<file path="config.mk">
export PLATFORM = sky130hd
export DESIGN_NAME = exc_entry_ctrl
export DESIGN_NICKNAME = d
export VERILOG_FILES = /design/src/rtl/exc_pkg.sv /design/src/rtl/exc_code_sel.sv /design/src/rtl/exc_irq_prio.sv /design/src/rtl/exc_vec_calc.sv /design/src/rtl/exc_entry_ctrl.sv
export SDC_FILE = /design/constraint.sdc
export NUM_CORES = 1
export LEC_CHECK = 0
export BUFFER_PORTS_ARGS = -buffer_cell sky130_fd_sc_hd__buf_4
export CORE_MARGIN = 1
export CORE_UTILIZATION = 35
export CTS_CLUSTER_SIZE = 24
export DETAILED_ROUTE_END_ITERATION = 10
export SLEW_MARGIN = 5
export SYNTH_ARGS = -nofsm -noshare
export SYNTH_HDL_FRONTEND = slang
export SYNTH_SLANG_ARGS = --single-unit
</file>
<file path="constraint.sdc">
create_clock -name clk -period 11.3 [get_ports clk]
set_input_delay 2.26 -clock clk [delete_from_list [all_inputs] [get_ports clk]]
set_output_delay 2.26 -clock clk [all_outputs]
set_load 0.01 [all_outputs]
</file>
<file path="src/rtl/exc_pkg.sv">
package exc_pkg;

  localparam int CODE_W  = 5;
  localparam int NUM_SRC = 9;

  // request source positions (priority is by resulting code, not position)
  localparam int SRC_IRQ   = 0;
  localparam int SRC_MMU   = 1;
  localparam int SRC_SYS   = 2;
  localparam int SRC_BRK   = 3;
  localparam int SRC_RSV   = 4;
  localparam int SRC_COP   = 5;
  localparam int SRC_OVF   = 6;
  localparam int SRC_TRP   = 7;
  localparam int SRC_CACHE = 8;

  typedef enum logic [2:0] {
    XL_BADADDR = 3'd0,
    XL_NOMATCH = 3'd1,
    XL_INVALID = 3'd2,
    XL_DIRTY   = 3'd3,
    XL_RDINH   = 3'd4,
    XL_XINH    = 3'd5
  } xlat_res_e;

  typedef enum logic [1:0] {
    AK_LOAD  = 2'd0,
    AK_STORE = 2'd1,
    AK_FETCH = 2'd2
  } acc_kind_e;

  localparam logic [CODE_W-1:0] EC_INT  = 5'd0;
  localparam logic [CODE_W-1:0] EC_MOD  = 5'd1;
  localparam logic [CODE_W-1:0] EC_TLBL = 5'd2;
  localparam logic [CODE_W-1:0] EC_TLBS = 5'd3;
  localparam logic [CODE_W-1:0] EC_ADEL = 5'd4;
  localparam logic [CODE_W-1:0] EC_ADES = 5'd5;
  localparam logic [CODE_W-1:0] EC_SYS  = 5'd8;
  localparam logic [CODE_W-1:0] EC_BRK  = 5'd9;
  localparam logic [CODE_W-1:0] EC_RSV  = 5'd10;
  localparam logic [CODE_W-1:0] EC_COP  = 5'd11;
  localparam logic [CODE_W-1:0] EC_OVF  = 5'd12;
  localparam logic [CODE_W-1:0] EC_TRP  = 5'd13;
  localparam logic [CODE_W-1:0] EC_RDI  = 5'd19;
  localparam logic [CODE_W-1:0] EC_XI   = 5'd20;
  localparam logic [CODE_W-1:0] EC_CERR = 5'd30;

  function automatic logic [CODE_W-1:0] src_fixed_code(input int src);
    case (src)
      SRC_SYS:   return EC_SYS;
      SRC_BRK:   return EC_BRK;
      SRC_RSV:   return EC_RSV;
      SRC_COP:   return EC_COP;
      SRC_OVF:   return EC_OVF;
      SRC_TRP:   return EC_TRP;
      SRC_CACHE: return EC_CERR;
      default:   return EC_INT;
    endcase
  endfunction

endpackage

</file>
<file path="src/rtl/exc_code_sel.sv">
module exc_code_sel
  import exc_pkg::*;
#(
  parameter int N_SRC = NUM_SRC
) (
  input  logic [N_SRC-1:0]  req,
  input  logic [2:0]        xres,
  input  logic [1:0]        akind,
  input  logic              sep_en,
  output logic              hit,
  output logic [CODE_W-1:0] win_code,
  output logic              win_mmu,
  output logic              win_irq,
  output logic              win_cache,
  output logic              tlb_miss
);

  localparam int SRC_W = $clog2(N_SRC);

  logic [CODE_W-1:0] cand [N_SRC];
  logic [CODE_W-1:0] mmu_code;
  logic [SRC_W-1:0]  win_src;
  xlat_res_e         res_e;
  logic              is_store;

  assign res_e    = xlat_res_e'(xres);
  assign is_store = (acc_kind_e'(akind) == AK_STORE);

  always_comb begin
    case (res_e)
      XL_NOMATCH, XL_INVALID: mmu_code = is_store ? EC_TLBS : EC_TLBL;
      XL_DIRTY:               mmu_code = EC_MOD;
      XL_RDINH:               mmu_code = sep_en ? EC_RDI : EC_TLBL;
      XL_XINH:                mmu_code = sep_en ? EC_XI  : EC_TLBL;
      default:                mmu_code = is_store ? EC_ADES : EC_ADEL;
    endcase
  end

  for (genvar g = 0; g < N_SRC; g++) begin : g_cand
    if (g == SRC_MMU) begin : g_mmu
      assign cand[g] = mmu_code;
    end else begin : g_fix
      assign cand[g] = src_fixed_code(g);
    end
  end

  always_comb begin
    hit      = 1'b0;
    win_code = '1;
    win_src  = '0;
    for (int i = 0; i < N_SRC; i++) begin
      if (req[i] && (!hit || cand[i] < win_code)) begin
        hit      = 1'b1;
        win_code = cand[i];
        win_src  = SRC_W'(i);
      end
    end
    if (!hit) win_code = '0;
  end

  assign win_mmu   = hit && (win_src == SRC_W'(SRC_MMU));
  assign win_irq   = hit && (win_src == SRC_W'(SRC_IRQ));
  assign win_cache = hit && (win_src == SRC_W'(SRC_CACHE));
  assign tlb_miss  = win_mmu && (res_e == XL_NOMATCH);

endmodule

</file>
<file path="src/rtl/exc_irq_prio.sv">
module exc_irq_prio #(
  parameter int N_IRQ = 8,
  localparam int IDX_W = $clog2(N_IRQ)
) (
  input  logic [N_IRQ-1:0] pending,
  input  logic [N_IRQ-1:0] mask,
  output logic [IDX_W-1:0] top_idx
);

  logic [N_IRQ-1:0] live;
  assign live = pending & mask;

  // later (higher) set bits overwrite earlier ones
  always_comb begin
    top_idx = '0;
    for (int i = 0; i < N_IRQ; i++) begin
      if (live[i]) top_idx = IDX_W'(i);
    end
  end

endmodule

</file>
<file path="src/rtl/exc_vec_calc.sv">
module exc_vec_calc #(
  parameter int              XLEN      = 32,
  parameter int              SPACE_W   = 5,
  parameter int              IDX_W     = 3,
  parameter logic [XLEN-1:0] BOOT_BASE = 32'hBFC0_0000
) (
  input  logic               boot_vec,
  input  logic               cache_keep,
  input  logic [XLEN-1:0]    ebase,
  input  logic               lvl,
  input  logic               is_irq,
  input  logic               is_cache,
  input  logic               tlb_miss,
  input  logic               vec_en,
  input  logic [SPACE_W-1:0] spacing,
  input  logic [IDX_W-1:0]   irq_idx,
  output logic [XLEN-1:0]    handler
);

  localparam logic [XLEN-1:0] OFS_REFILL = XLEN'(32'h000);
  localparam logic [XLEN-1:0] OFS_CACHE  = XLEN'(32'h100);
  localparam logic [XLEN-1:0] OFS_GEN    = XLEN'(32'h180);
  localparam logic [XLEN-1:0] OFS_IRQ    = XLEN'(32'h200);
  localparam logic [XLEN-1:0] KSEG1_WIN  = XLEN'(32'hA000_0000);
  localparam logic [XLEN-1:0] CERR_MASK  = XLEN'(32'h1FFF_F000);
  localparam logic [XLEN-1:0] PAGE_MASK  = ~XLEN'(32'hFFF);

  logic [XLEN-1:0] base, ofs, step;

  assign step = XLEN'(spacing) << 5;

  always_comb begin
    if (boot_vec)
      base = BOOT_BASE + OFS_IRQ;
    else if (is_cache && !cache_keep)
      base = KSEG1_WIN | (ebase & CERR_MASK);
    else
      base = ebase & PAGE_MASK;
  end

  always_comb begin
    if (is_cache)
      ofs = OFS_CACHE;
    else if (is_irq) begin
      if (!vec_en)
        ofs = OFS_GEN;
      else if (boot_vec || spacing == '0)
        ofs = OFS_IRQ;
      else
        ofs = OFS_IRQ + XLEN'(irq_idx) * step;
    end else if (tlb_miss && !lvl)
      ofs = OFS_REFILL;
    else
      ofs = OFS_GEN;
  end

  assign handler = base + ofs;

endmodule

</file>
<file path="src/rtl/exc_entry_ctrl.sv">
module exc_entry_ctrl
  import exc_pkg::*;
#(
  parameter int              XLEN      = 32,
  parameter int              N_IRQ     = 8,
  parameter int              SPACE_W   = 5,
  parameter int              PAIR_LSB  = 13,
  parameter logic [XLEN-1:0] BOOT_BASE = 32'hBFC0_0000
) (
  input  logic                     clk,
  input  logic                     rst_n,
  input  logic [NUM_SRC-1:0]       exc_req,
  input  logic [2:0]               mmu_res,
  input  logic [1:0]               acc_kind,
  input  logic [XLEN-1:0]          fault_addr,
  input  logic [XLEN-1:0]          cur_pc,
  input  logic                     in_delay_slot,
  input  logic                     mode16,
  input  logic                     sep_inhibit_en,
  input  logic                     boot_vec,
  input  logic                     cache_vec_keep,
  input  logic [XLEN-1:0]          exc_base,
  input  logic                     vec_irq_en,
  input  logic [SPACE_W-1:0]       irq_spacing,
  input  logic [N_IRQ-1:0]         irq_pending,
  input  logic [N_IRQ-1:0]         irq_mask,
  input  logic                     leave_exc,
  output logic                     redirect_valid,
  output logic [XLEN-1:0]          redirect_pc,
  output logic                     exc_level,
  output logic [CODE_W-1:0]        cause_code,
  output logic                     cause_bd,
  output logic [XLEN-1:0]          epc,
  output logic [XLEN-1:0]          bad_addr,
  output logic [XLEN-PAIR_LSB-1:0] ctx_vpn2,
  output logic [XLEN-PAIR_LSB-1:0] hi_vpn2
);

  localparam int IDX_W  = $clog2(N_IRQ);
  localparam int PAIR_W = XLEN - PAIR_LSB;

  logic              hit, win_mmu, win_irq, win_cache, tlb_miss;
  logic [CODE_W-1:0] win_code;
  logic [IDX_W-1:0]  irq_idx;
  logic [XLEN-1:0]   handler, resume, back;

  exc_code_sel #(.N_SRC(NUM_SRC)) u_sel (
    .req       (exc_req),
    .xres      (mmu_res),
    .akind     (acc_kind),
    .sep_en    (sep_inhibit_en),
    .hit       (hit),
    .win_code  (win_code),
    .win_mmu   (win_mmu),
    .win_irq   (win_irq),
    .win_cache (win_cache),
    .tlb_miss  (tlb_miss)
  );

  exc_irq_prio #(.N_IRQ(N_IRQ)) u_prio (
    .pending (irq_pending),
    .mask    (irq_mask),
    .top_idx (irq_idx)
  );

  exc_vec_calc #(
    .XLEN      (XLEN),
    .SPACE_W   (SPACE_W),
    .IDX_W     (IDX_W),
    .BOOT_BASE (BOOT_BASE)
  ) u_vec (
    .boot_vec   (boot_vec),
    .cache_keep (cache_vec_keep),
    .ebase      (exc_base),
    .lvl        (exc_level),
    .is_irq     (win_irq),
    .is_cache   (win_cache),
    .tlb_miss   (tlb_miss),
    .vec_en     (vec_irq_en),
    .spacing    (irq_spacing),
    .irq_idx    (irq_idx),
    .handler    (handler)
  );

  // resume point: step back over the branch when in its delay slot
  assign back   = in_delay_slot ? (mode16 ? XLEN'(2) : XLEN'(4)) : '0;
  assign resume = (cur_pc | XLEN'(mode16)) - back;

  always_ff @(posedge clk) begin
    if (!rst_n) begin
      redirect_valid <= 1'b0;
      redirect_pc    <= '0;
      exc_level      <= 1'b0;
      cause_code     <= '0;
      cause_bd       <= 1'b0;
      epc            <= '0;
      bad_addr       <= '0;
      ctx_vpn2       <= '0;
      hi_vpn2        <= '0;
    end else begin
      redirect_valid <= hit;
      if (hit) begin
        redirect_pc <= handler;
        cause_code  <= win_code;
        if (!exc_level) begin
          epc       <= resume;
          cause_bd  <= in_delay_slot;
          exc_level <= 1'b1;
        end
        if (win_mmu) begin
          bad_addr <= fault_addr;
          ctx_vpn2 <= fault_addr[XLEN-1:PAIR_LSB];
          hi_vpn2  <= fault_addr[XLEN-1:PAIR_LSB];
        end
      end else if (leave_exc) begin
        exc_level <= 1'b0;
      end
    end
  end

endmodule

</file>
==> results.yml, run 1 <==
routing:
  drt_wl_total_um: 17500
  post_drt_via_cell_ratio: 5.02
  drt-initial-drc-count: 202
  firstDrtPassIters: 5
  post-route-drc-count: 0
  wl_per_cell_um: 15.1
  vias: 5823
  ant_nets: 0
timing:
  max_freq_ghz: 0.142
  rsz0062_at_grt: "no"
  setup-violations-final: 0
  tightestPinTransition_ns: 1.23
  finalClockSkew_ns: 0.00530
  slew_headroom_pct: 17.4
  period_needed_ns: 7.06
  final-hold-violation-count: 0
  fin_tns_setup_ns: 0
  finalCritPeriodShare_pct: 62.5
  holdWs_ns: 0.453
  drv_slew: 0
pwr:
  p_sw_mw: 0.280
  leakage_nw: 3.51
  p_int_mw: 0.689
  switching_share_pct: 28.9
  seqPwrFrac_pct: 40.1
  pwr-share-comb_pct: 24.6
  power.density_mw_per_mm2: 122
  peakVddDrop_mv: 0.0734
  pwr-share-clk_pct: 35.3
worst_setup_path:
  crit_required_ns: 11.54
  timing.reg2reg.setup_slack_ns: 9.75
  startpoint: "irq_pending[4]"
  worstPathMaxFanout: 12
  start_kind: "input pin"
  worstSetupEndpointType: "register"
  critPathKind: "in -> reg"
  arrival_ns: 7.30
  r2r-start: "exc_level"
clocking:
  cts_setup_buffers: 0
  cts_root_buf: "clkbuf_16"
  htreeDepth: 3
  cts_resized: 0
  numCtsBuffers: 9
  insertion_delay_ns: 0.35
  cts_tree: "yes"
  clk_pin_slew_ns: 0.06
  ctsHoldBuffers: 0
  cts_sinks: 99
  clock_path_buffers: 2
yosys:
  synth_ff_type: "dfxtp_1"
  synth_edf_count: 0
  seq_area_frac_synth_pct: 34.2
  syn-cell-area_sq_mm: 0.00579
  synth_cell_types: 67
  netlist_instances: 735
  ys_ff_latch: 99
  ys_warn_count: 0
  avgSynthCellArea_sq_um: 7.88
  async_reset_ff_share_pct: 0
grt:
  grt.total_usage_pct: 20.0
  antenna_found_initial: 0
  top_usage_layer: "met2"
  grt_util_met3_pct: 5.66
  grt_start_max_net_pins: 69
  overflow: 0
  use_met1_pct: 23.2
  grt_pass1_vias: 5301
  use_met2_pct: 35.4
  grt_pass1_wl_um: 26700
place:
  gp_congestion: 0.817
  io_buffers: 262
  dp.cells: 1143
  hpwl_um: 13400
floorplan:
  die_area_sq_mm: 0.0171
  start_util_pct: 36.2
  rows: 46
  pin_count: 282
  die_y_um: 131
  fp.dieW_um: 131
  coreArea_sq_mm: 0.0160
cells_and_area:
  layout_commonest_cell: "buf_4"
  syn2layout_area_growth_pct: 37.1
  nFillCells: 1643
  layout_common_cells: "buf_4 (266), nand2_1 (120), dfxtp_1 (99), a21oi_1 (68), nor2_1 (54)"
  drive_above_1_share_pct: 31.8
  nNetsFinal: 1099
  final_cells: 1159
  n_antenna_cell: 0
hold_path:
  hp-start: "bad_addr[11]"
  worstHoldPathType: "reg -> reg"
flow_run:
  drv_cap: 0
run_status:
  outcome: "complete, no violations"
==> power groups by stage <==
stage,logic [mW],registers [mW],clock network [mW]
floorplan,0.123,0.405,0
global placement,0.238,0.396,0
detailed placement,0.240,0.396,0
CTS,0.241,0.389,0.351
global route,0.266,0.392,0.366
finish,0.238,0.389,0.341
==> flip-flops by register name, indices dropped and copies added (netlist names) <==
signal,count
bad_addr,32
cause_bd,1
cause_code,5
epc,32
exc_level,1
redirect_pc,27
redirect_valid,1
==> worst paths after layout <==
kind                     end  cells after the start
min             bad_addr[11]                      2
max reg2reg           epc[5]                      4
max          redirect_pc[22]                     21
min reg2reg     bad_addr[11]                      2
==> logic make-up after synthesis <==
group / count (synthesis) / synth area share (%)
other: 1 / 0.0648
adders and majority gates: 21 / 5.19
and+or+nand+nor: 290 / 24.8
buffers and inverters: 101 / 9.70
muxes: 2 / 0.389
DFF: 99 / 34.2
xor gates and xnor gates: 36 / 5.45
AOI/OAI and AO/OA: 185 / 20.1
==> stage by stage <==
step / power, mW / worst slack [ns] / utilization (%) / instance area [sq um]
after floorplan: 0.528 / 4.82 / - / 5810
after global placement: 0.634 / 3.89 / 47.6 / 7610
after detailed placement: 0.637 / 3.87 / 47.6 / 7610
after CTS: 0.981 / 4.23 / 49.6 / 7940
after global routing: 1.02 / 3.81 / 49.6 / 7940
final: 0.968 / 4.24 / 49.6 / 7940
==> cell usage after synthesis, types with 3 or more instances <==
| cell | count | area share, % |
|---|---|---|
| nand4_1 | 7 | 0.76 |
| nand2b_1 | 6 | 0.65 |
| a21o_1 | 3 | 0.39 |
| nor2_1 | 55 | 3.6 |
| o21ai_0 | 36 | 3.1 |
| a22oi_1 | 3 | 0.39 |
| nand2_1 | 120 | 7.8 |
| clkbuf_1 | 27 | 1.8 |
| ha_1 | 16 | 3.5 |
| and2_1 | 10 | 1.1 |
| a311oi_1 | 3 | 0.45 |
| nand3_1 | 20 | 1.7 |
| nor3_1 | 10 | 0.86 |
| a211oi_1 | 22 | 2.9 |
| and3_1 | 8 | 0.86 |
| a31oi_1 | 10 | 1.1 |
| xnor2_1 | 17 | 2.6 |
| dfxtp_1 | 99 | 34 |
| buf_4 | 44 | 5.7 |
| nor2b_1 | 6 | 0.65 |
| xor2_1 | 19 | 2.9 |
| buf_1 | 3 | 0.19 |
| or3_1 | 10 | 1.1 |
| a32oi_1 | 8 | 1.2 |
| a32o_1 | 3 | 0.52 |
| or4_1 | 11 | 1.4 |
| a21oi_1 | 68 | 5.9 |
| inv_1 | 23 | 1.5 |
| nand4b_1 | 5 | 0.76 |
| o31ai_1 | 3 | 0.39 |
| fa_1 | 5 | 1.7 |
| nor4_1 | 7 | 0.76 |
==> cell type report <==
cell class	count	area, sq um	area share, %
Clock buffer	11	243	3.06
Clock inverter	5	86.3	1.09
Inverter	23	86.3	1.09
Multi-Input combinational cell	539	3270	41.2
Sequential cell	99	1980	25.0
Tap cell	216	270	3.40
Timing Repair Buffer	266	2000	25.2
==> per-layer routing <==
layer	share of wire, %	wire length, um
met5	0	0
met3	7.8	1360
met1	41	7210
met4	1.7	291
met2	49	8620
==> critical path: stages <==
cell	delay (ns)
buf_4	0.11
nand2_1	0.09
nand2_1	0.06
o21ai_0	0.44
nand2_1	0.15
fa_1	0.53
inv_1	0.04
ha_1	0.22
fa_1	0.40
a21o_1	0.17
a21oi_1	0.24
xnor2_1	0.18
nand3_1	0.12
xor2_1	0.15
and2_1	0.16
ha_1	0.35
and3_1	0.23
nor2b_1	0.13
a31oi_1	0.82
o21ai_0	0.16
a32o_1	0.29
Note: power is estimated with default switching activity, not from simulation.
==> run 2: changes to the inputs <==
- clock period: 11.3 -> 6.8 ns (I/O delays scaled with it)
==> results.yml, run 2 (same netlist as run 1, synthesis figures left out) <==
timing:
  period_needed_ns: 5.93
  drv_slew: 0
  rsz0062_at_grt: "no"
  finalCritPeriodShare_pct: 87.1
  slew_headroom_pct: 23.2
  final-hold-violation-count: 0
  finalClockSkew_ns: 0.00496
  layout_setup_ws_ns: 0.875
  tightestPinTransition_ns: 1.14
  fin_tns_setup_ns: 0
  max_freq_ghz: 0.169
  setup-violations-final: 0
clocking:
  cts_setup_buffers: 0
  numCtsBuffers: 9
  clk_pin_slew_ns: 0.07
  cts_root_buf: "clkbuf_16"
  cts_resized: 0
  clock_path_buffers: 2
  ctsHoldBuffers: 0
  cts_sinks: 99
  htreeDepth: 3
  insertion_delay_ns: 0.35
  cts_tree: "yes"
flow_run:
  drv_cap: 0
place:
  hpwl_um: 13300
  dp_slack_ns: 0.553
  gp_congestion: 0.822
  dp.cells: 1145
  io_buffers: 262
cells_and_area:
  nNetsFinal: 1101
  layout_commonest_cell: "buf_4"
  n_antenna_cell: 0
  drive_above_1_share_pct: 31.9
  layout_common_cells: "buf_4 (268), nand2_1 (120), dfxtp_1 (99), a21oi_1 (68), nor2_1 (54)"
  syn2layout_area_growth_pct: 37.1
  final_cells: 1160
  reg_top3: "bad_addr x32, epc x32, redirect_pc x27"
  final_util_pct: 49.6
routing:
  post-route-drc-count: 0
  firstDrtPassIters: 4
  drt_wl_total_um: 17500
  wl_per_cell_um: 15.0
  vias: 5732
  ant_nets: 0
  drt-initial-drc-count: 241
  post_drt_via_cell_ratio: 4.94
grt:
  grt_start_max_net_pins: 69
  grt.total_usage_pct: 20.0
  antenna_found_initial: 0
  overflow: 0
  grt_pass1_wl_um: 26300
  grt_pass1_vias: 5102
floorplan:
  coreArea_sq_mm: 0.0160
  die_y_um: 131
  start_util_pct: 36.2
  die_area_sq_mm: 0.0171
  fp.dieW_um: 131
  rows: 46
  pin_count: 282
worst_setup_path:
  arrival_ns: 6.17
  crit_required_ns: 7.04
  cp_cell_sequence: "buf_4 > nand2_1 > nand2_1 > o21ai_0 > nand2_1 > fa_1 > inv_1 > ha_1 > fa_1 > a21o_1 > a21oi_1 > xnor2_1 > nand3_1 > xor2_1 > and2_1 > ha_1 > a21o_1 > nor2b_1 > a31oi_1 > o21ai_0 > a32o_1"
  cpPeakStageDelay_ns: 0.67
  path_common_cell: "nand2_1"
  worstPathMaxFanout: 11
  start_kind: "input pin"
  cp_slowest_cell: "a31oi_1"
  critPathKind: "in -> reg"
  worstSetupEndpointType: "register"
pwr:
  power.density_mw_per_mm2: 202
  power_mw: 1.60
  leakage_nw: 3.51
  peakVddDrop_mv: 0.115
run_status:
  outcome: "complete, no violations"
hold_path:
  worstHoldPathType: "reg -> reg"
run 2: per-layer routing:
metal	global-route usage (%)	share of wire, %
met1	23.3	41
met2	34.6	50
met3	5.94	7.8
met4	7.23	1.6
met5	0	0
run 2: final cells by class:
cell class | count | area (sq um)
tap | 216 | 270
fill | 1602 | 8060
timing repair buffer | 268 | 2010
inverter | 23 | 86.3
multi-input combinational | 539 | 3270
sequential | 99 | 1980
clock buffer | 11 | 243
clock inverter | 4 | 75.1
run 2: final timing paths:
path               startpoint  slack [ns]  cells after the start              end
setup / recovery  irq_mask[4]        0.87                     21  redirect_pc[23]
hold / removal    bad_addr[8]        0.46                      2      bad_addr[8]
setup reg to reg    exc_level        5.28                      4           epc[5]
hold reg to reg   bad_addr[8]        0.46                      2      bad_addr[8]
run 2: metrics by stage:
| step | hold WS [ns] | area, sq um |
|---|---|---|
| floorplan | 0.476 | 5810 |
| global placement | 0.441 | 7620 |
| detailed placement | 0.447 | 7620 |
| CTS | 0.457 | 7940 |
| global route | 0.476 | 7940 |
| finish | 0.455 | 7940 |
run 2: critical path: cells and delay by family:
kind                       cells  cell delay, ns
buffers and inverters          2            0.16
AOI/OAI and AO/OA              7            2.21
adders and majority gates      4            1.38
xor gates and xnor gates       2            0.34
and+or+nand+nor                6            0.72
run 2: power breakdown:
group | internal, mW | total, mW | switching [mW]
sequential | 0.620 | 0.645 | 0.0256
clock | 0.331 | 0.557 | 0.227
combinational | 0.195 | 0.401 | 0.206
total | 1.15 | 1.60 | 0.458
